--- src/rtl/cil_pkg.sv ---
// Shared types for the cursor image loader.
// Assumes: nothing beyond the 1800-2017 language.
package cil_pkg;
    typedef enum logic [1:0] {
        ST_IDLE = 2'd0,
        ST_FILL = 2'd1,
        ST_IMG  = 2'd2,
        ST_FIN  = 2'd3
    } ldr_state_e;
endpackage

--- src/rtl/cil_swap.sv ---
// Byte-lane permutation: exchanges two chosen lanes, passes the others.
// Assumes: LANE_A and LANE_B are distinct and below LANES.
module cil_swap #(
    parameter int LANES  = 4,
    parameter int LANE_A = 0,
    parameter int LANE_B = 2,
    localparam int DW    = LANES * 8
) (
    input  logic [DW-1:0] din,
    output logic [DW-1:0] dout
);
    // route each output lane from its source lane
    for (genvar b = 0; b < LANES; b++) begin : g_lane
        localparam int SRC = (b == LANE_A) ? LANE_B : ((b == LANE_B) ? LANE_A : b);
        assign dout[b*8 +: 8] = din[SRC*8 +: 8];
    end
endmodule

--- src/rtl/cil_addr.sv ---
// Banked write-address sequencer. It starts at BASE_A and steps one word per
// request. On a low-field rollover it jumps by JUMP. When the masked address
// is zero it reloads BASE_B.
// Assumes: BASE_A, BASE_B and JUMP have zero low fields.
module cil_addr #(
    parameter int             AW          = 16,
    parameter int             SUB_W       = 8,
    parameter logic [AW-1:0]  BASE_A      = 16'hC000,
    parameter logic [AW-1:0]  BASE_B      = 16'h4000,
    parameter logic [AW-1:0]  JUMP        = 16'h0F00,
    parameter logic [AW-1:0]  REGION_MASK = 16'h30FF
) (
    input  logic          clk,
    input  logic          rst_n,
    input  logic          init,
    input  logic          step,
    output logic [AW-1:0] addr
);
    logic [AW-1:0] nxt;

    // next address: increment, sub-bank jump, region reload
    always_comb begin
        nxt = addr + AW'(1);
        if (nxt[SUB_W-1:0] == '0)
            nxt = nxt + JUMP;
        if ((nxt & REGION_MASK) == '0)
            nxt = BASE_B;
    end

    // address register
    always_ff @(posedge clk) begin
        if (!rst_n)      addr <= BASE_A;
        else if (init)   addr <= BASE_A;
        else if (step)   addr <= nxt;
    end


    addr_step_chk: assert property (@(posedge clk) disable iff (!rst_n)
        (step && !init) |=> (addr[SUB_W-1:0] == $past(addr[SUB_W-1:0]) + SUB_W'(1)));
endmodule

--- src/rtl/cil_ctrl.sv ---
// Job sequencer for the loader: accepts commands while idle, runs the
// transparency fill, walks rows and columns of the pixel stream, and flags
// the finish cycle.
// Assumes: stride below width is treated as width; sizes are pre-checked.
module cil_ctrl
    import cil_pkg::*;
#(
    parameter int DIM_W  = 7,
    parameter int FILL_N = 256,
    localparam int FILL_W = $clog2(FILL_N)
) (
    input  logic              clk,
    input  logic              rst_n,
    input  logic              start_img,
    input  logic              start_fill,
    input  logic              cold,
    input  logic [DIM_W-1:0]  width,
    input  logic [DIM_W-1:0]  height,
    input  logic [DIM_W-1:0]  stride,
    input  logic              pix_valid,
    output logic              pix_ready,
    output logic              busy,
    output logic              fill_wr,
    output logic              img_wr,
    output logic [FILL_W-1:0] fill_idx,
    output logic              ag_init,
    output logic              fin
);
    ldr_state_e        st_q;
    logic [DIM_W-1:0]  w_q, h_q, s_q, col_q, row_q, row_len;
    logic [FILL_W-1:0] fcnt_q;
    logic              then_img_q;
    logic              zero_dim, hs, last_col, last_row, fill_last;

    // beats per source row
    always_comb row_len = (s_q < w_q) ? w_q : s_q;

    assign zero_dim  = (width == '0) || (height == '0);
    assign hs        = pix_valid && (st_q == ST_IMG);
    assign last_col  = (col_q == row_len - DIM_W'(1));
    assign last_row  = (row_q == h_q - DIM_W'(1));
    assign fill_last = (fcnt_q == FILL_W'(FILL_N - 1));

    assign pix_ready = (st_q == ST_IMG);
    assign busy      = (st_q != ST_IDLE);
    assign fill_wr   = (st_q == ST_FILL);
    assign img_wr    = hs && (col_q < w_q);
    assign fill_idx  = fcnt_q;
    assign ag_init   = (st_q == ST_IDLE) && start_img;
    assign fin       = (st_q == ST_FIN);

    // job state, latched geometry and position counters
    always_ff @(posedge clk) begin
        if (!rst_n) begin
            st_q       <= ST_IDLE;
            w_q        <= '0;
            h_q        <= '0;
            s_q        <= '0;
            col_q      <= '0;
            row_q      <= '0;
            fcnt_q     <= '0;
            then_img_q <= 1'b0;
        end else begin
            case (st_q)
                ST_IDLE: begin
                    if (start_img) begin
                        w_q        <= width;
                        h_q        <= height;
                        s_q        <= stride;
                        col_q      <= '0;
                        row_q      <= '0;
                        fcnt_q     <= '0;
                        then_img_q <= !zero_dim;
                        if (cold)          st_q <= ST_FILL;
                        else if (zero_dim) st_q <= ST_FIN;
                        else               st_q <= ST_IMG;
                    end else if (start_fill) begin
                        fcnt_q     <= '0;
                        then_img_q <= 1'b0;
                        st_q       <= ST_FILL;
                    end
                end
                ST_FILL: begin
                    fcnt_q <= fcnt_q + FILL_W'(1);
                    if (fill_last)
                        st_q <= then_img_q ? ST_IMG : ST_FIN;
                end
                ST_IMG: begin
                    if (hs) begin
                        if (last_col) begin
                            col_q <= '0;
                            if (last_row) st_q  <= ST_FIN;
                            else          row_q <= row_q + DIM_W'(1);
                        end else begin
                            col_q <= col_q + DIM_W'(1);
                        end
                    end
                end
                default: st_q <= ST_IDLE;
            endcase
        end
    end


    cfg_hold_chk: assert property (@(posedge clk) disable iff (!rst_n)
        busy |=> ($stable(w_q) && $stable(h_q) && $stable(s_q)));


    fill_run_chk: assert property (@(posedge clk) disable iff (!rst_n)
        (st_q == ST_FILL && !fill_last) |=> (st_q == ST_FILL));
endmodule

--- src/rtl/cursor_img_loader.sv ---
// Cursor SRAM image loader top. It registers one SRAM write per cycle from
// either the fill pattern or the byte-swapped pixel at the banked address,
// and registers the done pulse.
// Assumes: the SRAM accepts a write on every cycle that sram_we is high.
module cursor_img_loader #(
    parameter int            DIM_W       = 7,
    parameter int            AW          = 16,
    parameter int            FILL_N      = 256,
    parameter logic [AW-1:0] FILL_BASE   = 16'h2000,
    parameter logic [31:0]   FILL_WORD   = 32'h5555_5555,
    parameter logic [AW-1:0] IMG_BASE_A  = 16'hC000,
    parameter logic [AW-1:0] IMG_BASE_B  = 16'h4000
) (
    input  logic             clk,
    input  logic             rst_n,
    input  logic             start_img,
    input  logic             start_fill,
    input  logic             cold,
    input  logic [DIM_W-1:0] width,
    input  logic [DIM_W-1:0] height,
    input  logic [DIM_W-1:0] stride,
    input  logic             pix_valid,
    input  logic [31:0]      pix_data,
    output logic             pix_ready,
    output logic             sram_we,
    output logic [AW-1:0]    sram_addr,
    output logic [31:0]      sram_wdata,
    output logic             busy,
    output logic             done
);
    localparam int FILL_W = $clog2(FILL_N);

    logic              fill_wr, img_wr, ag_init, fin, fill_q;
    logic [FILL_W-1:0] fill_idx;
    logic [AW-1:0]     img_addr;
    logic [31:0]       swapped;

    cil_ctrl #(.DIM_W(DIM_W), .FILL_N(FILL_N)) u_ctrl (
        .clk(clk), .rst_n(rst_n), .start_img(start_img), .start_fill(start_fill),
        .cold(cold), .width(width), .height(height), .stride(stride),
        .pix_valid(pix_valid), .pix_ready(pix_ready), .busy(busy),
        .fill_wr(fill_wr), .img_wr(img_wr), .fill_idx(fill_idx),
        .ag_init(ag_init), .fin(fin)
    );

    cil_addr #(.AW(AW), .BASE_A(IMG_BASE_A), .BASE_B(IMG_BASE_B)) u_addr (
        .clk(clk), .rst_n(rst_n), .init(ag_init), .step(img_wr), .addr(img_addr)
    );

    cil_swap #(.LANES(4), .LANE_A(0), .LANE_B(2)) u_swap (
        .din(pix_data), .dout(swapped)
    );

    // registered SRAM write port and completion pulse
    always_ff @(posedge clk) begin
        if (!rst_n) begin
            sram_we    <= 1'b0;
            sram_addr  <= '0;
            sram_wdata <= '0;
            fill_q     <= 1'b0;
            done       <= 1'b0;
        end else begin
            sram_we    <= fill_wr || img_wr;
            sram_addr  <= fill_wr ? (FILL_BASE + AW'(fill_idx)) : img_addr;
            sram_wdata <= fill_wr ? FILL_WORD : swapped;
            fill_q     <= fill_wr;
            done       <= fin;
        end
    end


    done_pulse_chk: assert property (@(posedge clk) disable iff (!rst_n)
        done |=> !done);


    swap_chk: assert property (@(posedge clk) disable iff (!rst_n)
        (sram_we && !fill_q) |->
            (sram_wdata[23:16] == $past(pix_data[7:0]) &&
             sram_wdata[7:0]   == $past(pix_data[23:16]) &&
             sram_wdata[31:24] == $past(pix_data[31:24]) &&
             sram_wdata[15:8]  == $past(pix_data[15:8])));


    img_after_hs_chk: assert property (@(posedge clk) disable iff (!rst_n)
        (sram_we && !fill_q) |-> $past(pix_valid && pix_ready));
endmodule

--- config.mk ---
export PLATFORM = sky130hd
export DESIGN_NAME = cursor_img_loader
export DESIGN_NICKNAME = d
export VERILOG_FILES = /design/src/rtl/cil_pkg.sv /design/src/rtl/cil_swap.sv /design/src/rtl/cil_addr.sv /design/src/rtl/cil_ctrl.sv /design/src/rtl/cursor_img_loader.sv
export SDC_FILE = /design/constraint.sdc
export NUM_CORES = 1
export LEC_CHECK = 0
export CORE_MARGIN = 5
export CORE_UTILIZATION = 40
export DETAILED_ROUTE_END_ITERATION = 8
export DONT_BUFFER_PORTS = 1
export PLACE_DENSITY = 0.65
export SETUP_SLACK_MARGIN = 0.4
export SYNTH_ARGS = -nofsm -noshare
export SYNTH_HDL_FRONTEND = slang
export SYNTH_SLANG_ARGS = --single-unit
export TNS_END_PERCENT = 20
--- constraint.sdc ---
create_clock -name clk -period 5 [get_ports clk]
set_input_delay 0.75 -clock clk [delete_from_list [all_inputs] [get_ports clk]]
set_output_delay 0.75 -clock clk [all_outputs]
set_load 0.005 [all_outputs]
# Word level (Yosys, flattened, before mapping)

Cells that the tools add are included.

Output and inout bits: 52
Flip-flop bits (word level): 112
Word-level logic and storage cells: 89

Bitwise gates (word level): 1
Equality and inequality tests: 13
$lt $le $gt $ge: 2
Reduce and logical (&&, ||, !) cells: 23
Add/sub/neg operators: 8
Muxes and demuxes: 28

Operators with widths:

| operator                 | count |
|---|---|
| $mux W7                  | 7 |
| $mux W16                 | 3 |
| $mux W31                 | 1 |
| $pmux W7 S2              | 2 |
| $add A16 B1 Y16 const B  | 1 |
| $add A16 B12 Y16 const B | 1 |
| $logic_not A16 Y1        | 1 |
| $mux W8                  | 2 |
| $pmux W8 S2              | 1 |
| $add A14 B8 Y15 const A  | 1 |
| $add A7 B1 Y7 const B    | 2 |
| $eq A7 B7 Y1             | 2 |
| $logic_not A7 Y1         | 2 |
| $lt A7 B7 Y1             | 2 |
| $mux W2                  | 7 |
| $sub A7 B1 Y7 const B    | 2 |
| $reduce_and A5 Y1        | 2 |
| $add A8 B1 Y8 const B    | 1 |
| $eq A8 B8 Y1 const B     | 1 |
| $logic_not A8 Y1         | 1 |
| $ne A2 B1 Y1 const B     | 4 |
| $reduce_bool A2 Y1       | 4 |
| $pmux W2 S3              | 1 |
| $reduce_and A2 Y1        | 3 |
| other kinds (12)         | 21 |

# Depth between registers and ports, before layout

Word-level depth: 7
Gate-level depth with buffers: 18

# Modules after synthesis

From an unflattened synthesis, not the netlist that was laid out.

Cells, all modules: 701
Area, all modules: 6,139.6 sq um

Modules (own cells, without submodules):

| module            | instances | area an instance (sq um) | cells an instance | seq. area each (sq um) |
|---|---|---|---|---|
| cil_ctrl          | 1         | 3,083.0                  | 394               | 920.9 |
| cursor_img_loader | 1         | 1,511.4                  | 117               | 1,001.0 |
| cil_addr          | 1         | 1,305.0                  | 158               | 320.3 |
| cil_swap          | 1         | 240.2                    | 32                | 0.0 |

# Worst setup path after synthesis

Ideal clock, no wire load.

Kind: flip-flop to flip-flop
Start: reg u_ctrl.w_q[4]
End: reg u_ctrl.row_q[5]
Arrival time: 3,757 ps
Required time: 4,880 ps
Cell stages (with the launch flop): 19
Clock period less this slack: 3,876 ps
Path slack: 1,124 ps
Library setup time: 120 ps
Buffers on the path: 2
Path through: dfxtp_1 inv_1 ha_1 a211oi_1 nor2_1 a211oi_4 buf_6 mux2i_1 ha_1 nor3b_1 mux2i_1 mux2i_1 o211ai_1 nand3_4 or2_4 nor3_4 buf_6 a31oi_1 o31a_1

Cells in the longest elaborated chain, start to end: 6

Ends and longest elaborated chain:

| item                                   | line           | RTL |
|---|---|---|
| from (decl)                            | cil_ctrl.sv:30 | `logic [DIM_W-1:0] w_q, h_q, s_q, col_q, row_q, row_len;` |
| from (signal assigned)                 | cil_ctrl.sv:67 | `w_q <= width;` |
| $lt A7 B7 Y1                           | cil_ctrl.sv:36 | `always_comb row_len = (s_q < w_q) ? w_q : s_q;` |
| $mux W7 (*)                            | cil_ctrl.sv:36 |  |
| $sub A7 B1 Y7 (*)                      | cil_ctrl.sv:40 | `assign last_col = (col_q == row_len - DIM_W'(1));` |
| $eq A7 B7 Y1 (*)                       | cil_ctrl.sv:40 |  |
| $ne A2 B1 Y1 (no source line) (*)      | -              |  |
| $reduce_and A5 Y1 (no source line) (*) | -              |  |
| to (signal assigned)                   | cil_ctrl.sv:93 | `else row_q <= row_q + DIM_W'(1);` |
| to (decl)                              | cil_ctrl.sv:30 |  |

Mark *: on every way between the ends. The rest lies on a longest branch, timed or not.
A chain may end at the register's enable or synchronous reset.

# Worst setup path after layout

Same ends and word-level chain as after synthesis.

==> out/results.ini <==
[setup_path]
end_kind = flip-flop
cp_cell_sequence = inv_1, ha_1, a211oi_1, nor2_1, a211oi_4, mux2i_1, ha_1, nor3b_1, mux2i_1, mux2i_1, o211ai_1, nand3_4, or2_4, nor3_4, a31oi_1, o31a_1
required_ps = 5250
crit_type = flip-flop to flip-flop
cpMaxStageDelayCell = nor3b_1
path_common_cell = mux2i_1
cp-start-kind = flip-flop
cp_num_buf_inv = 1
slowest_delay_ps = 440
critPathTopFamily = simple AND/OR/NAND/NOR gates
worstPathArrival_ps = 4510
cp_max_fo = 12

[logic_synthesis]
ys_seq_area_share_pct = 37.6
netlist_area_um2 = 5960
synth_area_per_cell_um2 = 8.46
synth_nets = 787
synth-edff-count = 0
ys_ff_latch = 112
ys_types = 73
synth_cells = 704
yosysWarningCount = 0
synth_top_flop_cell = dfxtp_1
synthArstFlopShare_pct = 0

[floorplan]
ios = 111
die-height_um = 132
die_area_um2 = 17400
core_um2 = 14600
die_x_um = 132
start_util_pct = 40.8
rows = 44

[sta]
max_freq_mhz = 235
final_hold_viol_count = 0
setup_violations = 0
rsz0062_at_grt = no
timing.slew.headroom_pct = 30.7
worstMarginPinSlew_ps = 1030
min_period_ps = 4260
fin_setup_tns_ps = 0
drv_slew = 0
fin_crit_sh_pct = 85.2
fin_worst_skew_ps = 8.81

[global_routing]
antenna_found_initial = 0
grt_use_total_pct = 15.5
grt_pass1_wl_mm = 22.6
grt_max_degree = 39
grt_pass1_vias = 4575
grt_overflow = 0

[placed_design]
portBuffers = 0
dp_hpwl_mm = 10.3
gp_congestion = 0.838

[clock_network]
numCtsBuffers = 9
cts_root_buffer = clkbuf_16
cts.path.max_buffers = 2
htreeDepth = 3
post_cts_buffers = 0
clkLatencyLatePin_ps = 360
path_clk_slew_ps = 80
cts.sinks = 112
tritoncts = built
cts_resized = 0
cts-hold-fix-buffers = 0

[layout]
drive_gt1_share_pct = 7.06
nets = 758
synthToLayoutAreaGrowth_pct = 5.38
n_antenna_cell = 0
fillers = 1395

[power]
power.density_nw_per_um2 = 406
p_sw_share_pct = 35.1
p_seq_share_pct = 42.5
combPwrFrac_pct = 29.8
ir_drop_mv = 0.220
p_leak_nw = 2.35
p_switching_w = 0.000894
clock_power_share_pct = 27.6
power.total_w = 0.00255
power.internal_w = 0.00166

[job]
cap_violations = 0

[worst_hold_path]
hold_class = primary input to flip-flop

[routing]
viasPerCell = 5.59
final_antenna_net_count = 0
drt_iter0_markers = 219
drc = 0
dr.pass1.iters = 4
num_vias = 4828
finalWirelength_mm = 14.0
wl_per_cell_um = 16.2

[outcome]
status = completed

==> through the flow <==
step           hold slack [ps]  cell area [um^2]  utilization (%)  std cells  worst slack, ps
2_1_floorplan              451              5960                -        704             1120
3_3_place_gp               471              5980             41.0        848              945
3_5_place_dp               484              5980             41.0        848              716
4_1_cts                    483              6280             43.0        864              709
5_1_grt                    487              6280             43.0        864              408
6_report                   497              6280             43.0        864              738
==> logic make-up (layout without fill, tap and decap cells) <==
group / count (synthesis) / count (layout) / share of synthesized area (%)
flops: 112 / 112 / 37.6
buf+inv: 66 / 42 / 5.46
fa+ha+maj: 24 / 24 / 5.04
simple gates: 298 / 298 / 25.6
mux: 22 / 22 / 3.78
compound gates: 139 / 139 / 16.2
xor+xnor: 43 / 43 / 6.32
==> metal layers <==
metal	global-route usage [%]	vias up	part of all wire [%]
met5	0	-	0
met4	4.91	0	1.8
met3	5.34	23	6.6
met2	26.3	136	49
met1	18.5	2279	43
li1	-	2390	-
==> layout by cell type (no fill, tap or decap), types with 14 or more instances in the layout <==
cell type  instances
a21oi_1           34
and2_1            28
dfxtp_1          112
ha_1              24
inv_1             18
mux2i_1           20
nand2_1          101
nand3_1           14
nand4_1           17
nor2_1            60
nor3_1            15
o21a_1            15
o21ai_0           22
xnor2_1           18
xor2_1            25
==> area by class of cell <==
type,count,area [um^2],share of cell area [%]
multi-input combinational,526,3390,54.0
tap,184,230,3.67
timing repair buffer,6,45.0,0.718
clock buffer,9,225,3.59
inverter,20,75.1,1.20
clock inverter,7,70.1,1.12
sequential,112,2240,35.7
==> registers in the layout (all words and copies together) (netlist names) <==
signal and cells:
sram_wdata 32, u_ctrl.then_img_q 1, u_ctrl.s_q 7, sram_we 1, done 1, u_ctrl.st_q 2, sram_addr 16, u_ctrl.col_q 7
u_ctrl.h_q 7, u_ctrl.row_q 7, u_addr.addr 16, u_ctrl.fill_idx 8, u_ctrl.w_q 7
==> worst register-to-register path, delay by kind of cell (launching register included) <==
family	cells	cell delay (ps)
simple gates	5	1300
compound gates	5	1210
mux	3	580
fa+ha+maj	2	550
flops	1	410
buf+inv	1	90
==> Yosys cell counts, drive strengths merged (6+ instances only) <==
master | count | area (um^2)
dfxtp | 112 | 2240
nand2 | 101 | 379
nor2 | 60 | 225
a21oi | 34 | 170
clkbuf | 31 | 158
and2 | 28 | 175
xor2 | 25 | 219
ha | 24 | 300
o21ai | 23 | 115
mux2i | 21 | 214
inv | 19 | 71.3
nand4 | 18 | 119
xnor2 | 18 | 158
nor3 | 17 | 108
a21boi | 15 | 120
buf | 15 | 92.6
nand3 | 15 | 87.6
o21a | 15 | 113
and3 | 10 | 62.6
a211oi | 8 | 85.1
or3 | 7 | 43.8
and4 | 6 | 53.8
nand2b | 6 | 37.5
==> power by group through the flow <==
stage	logic, W	registers, W	clock network (W)
2_1_floorplan	0.000636	0.00107	0
3_3_place_gp	0.000740	0.00110	0
3_5_place_dp	0.000767	0.00111	0
4_1_cts	0.000769	0.00109	0.000728
5_1_grt	0.000846	0.00110	0.000763
6_report	0.000761	0.00109	0.000704
==> final timing paths <==
kind	start	end	slack, ps	cells after the start
setup / recovery	u_ctrl.w_q[4]	u_ctrl.row_q[5]	740	16
hold / removal	pix_data[8]	sram_wdata[8]	500	1
setup reg to reg	u_ctrl.w_q[4]	u_ctrl.row_q[5]	740	16
hold reg to reg	u_ctrl.h_q[6]	u_ctrl.h_q[6]	500	2
(Power assumes the default switching activity.)
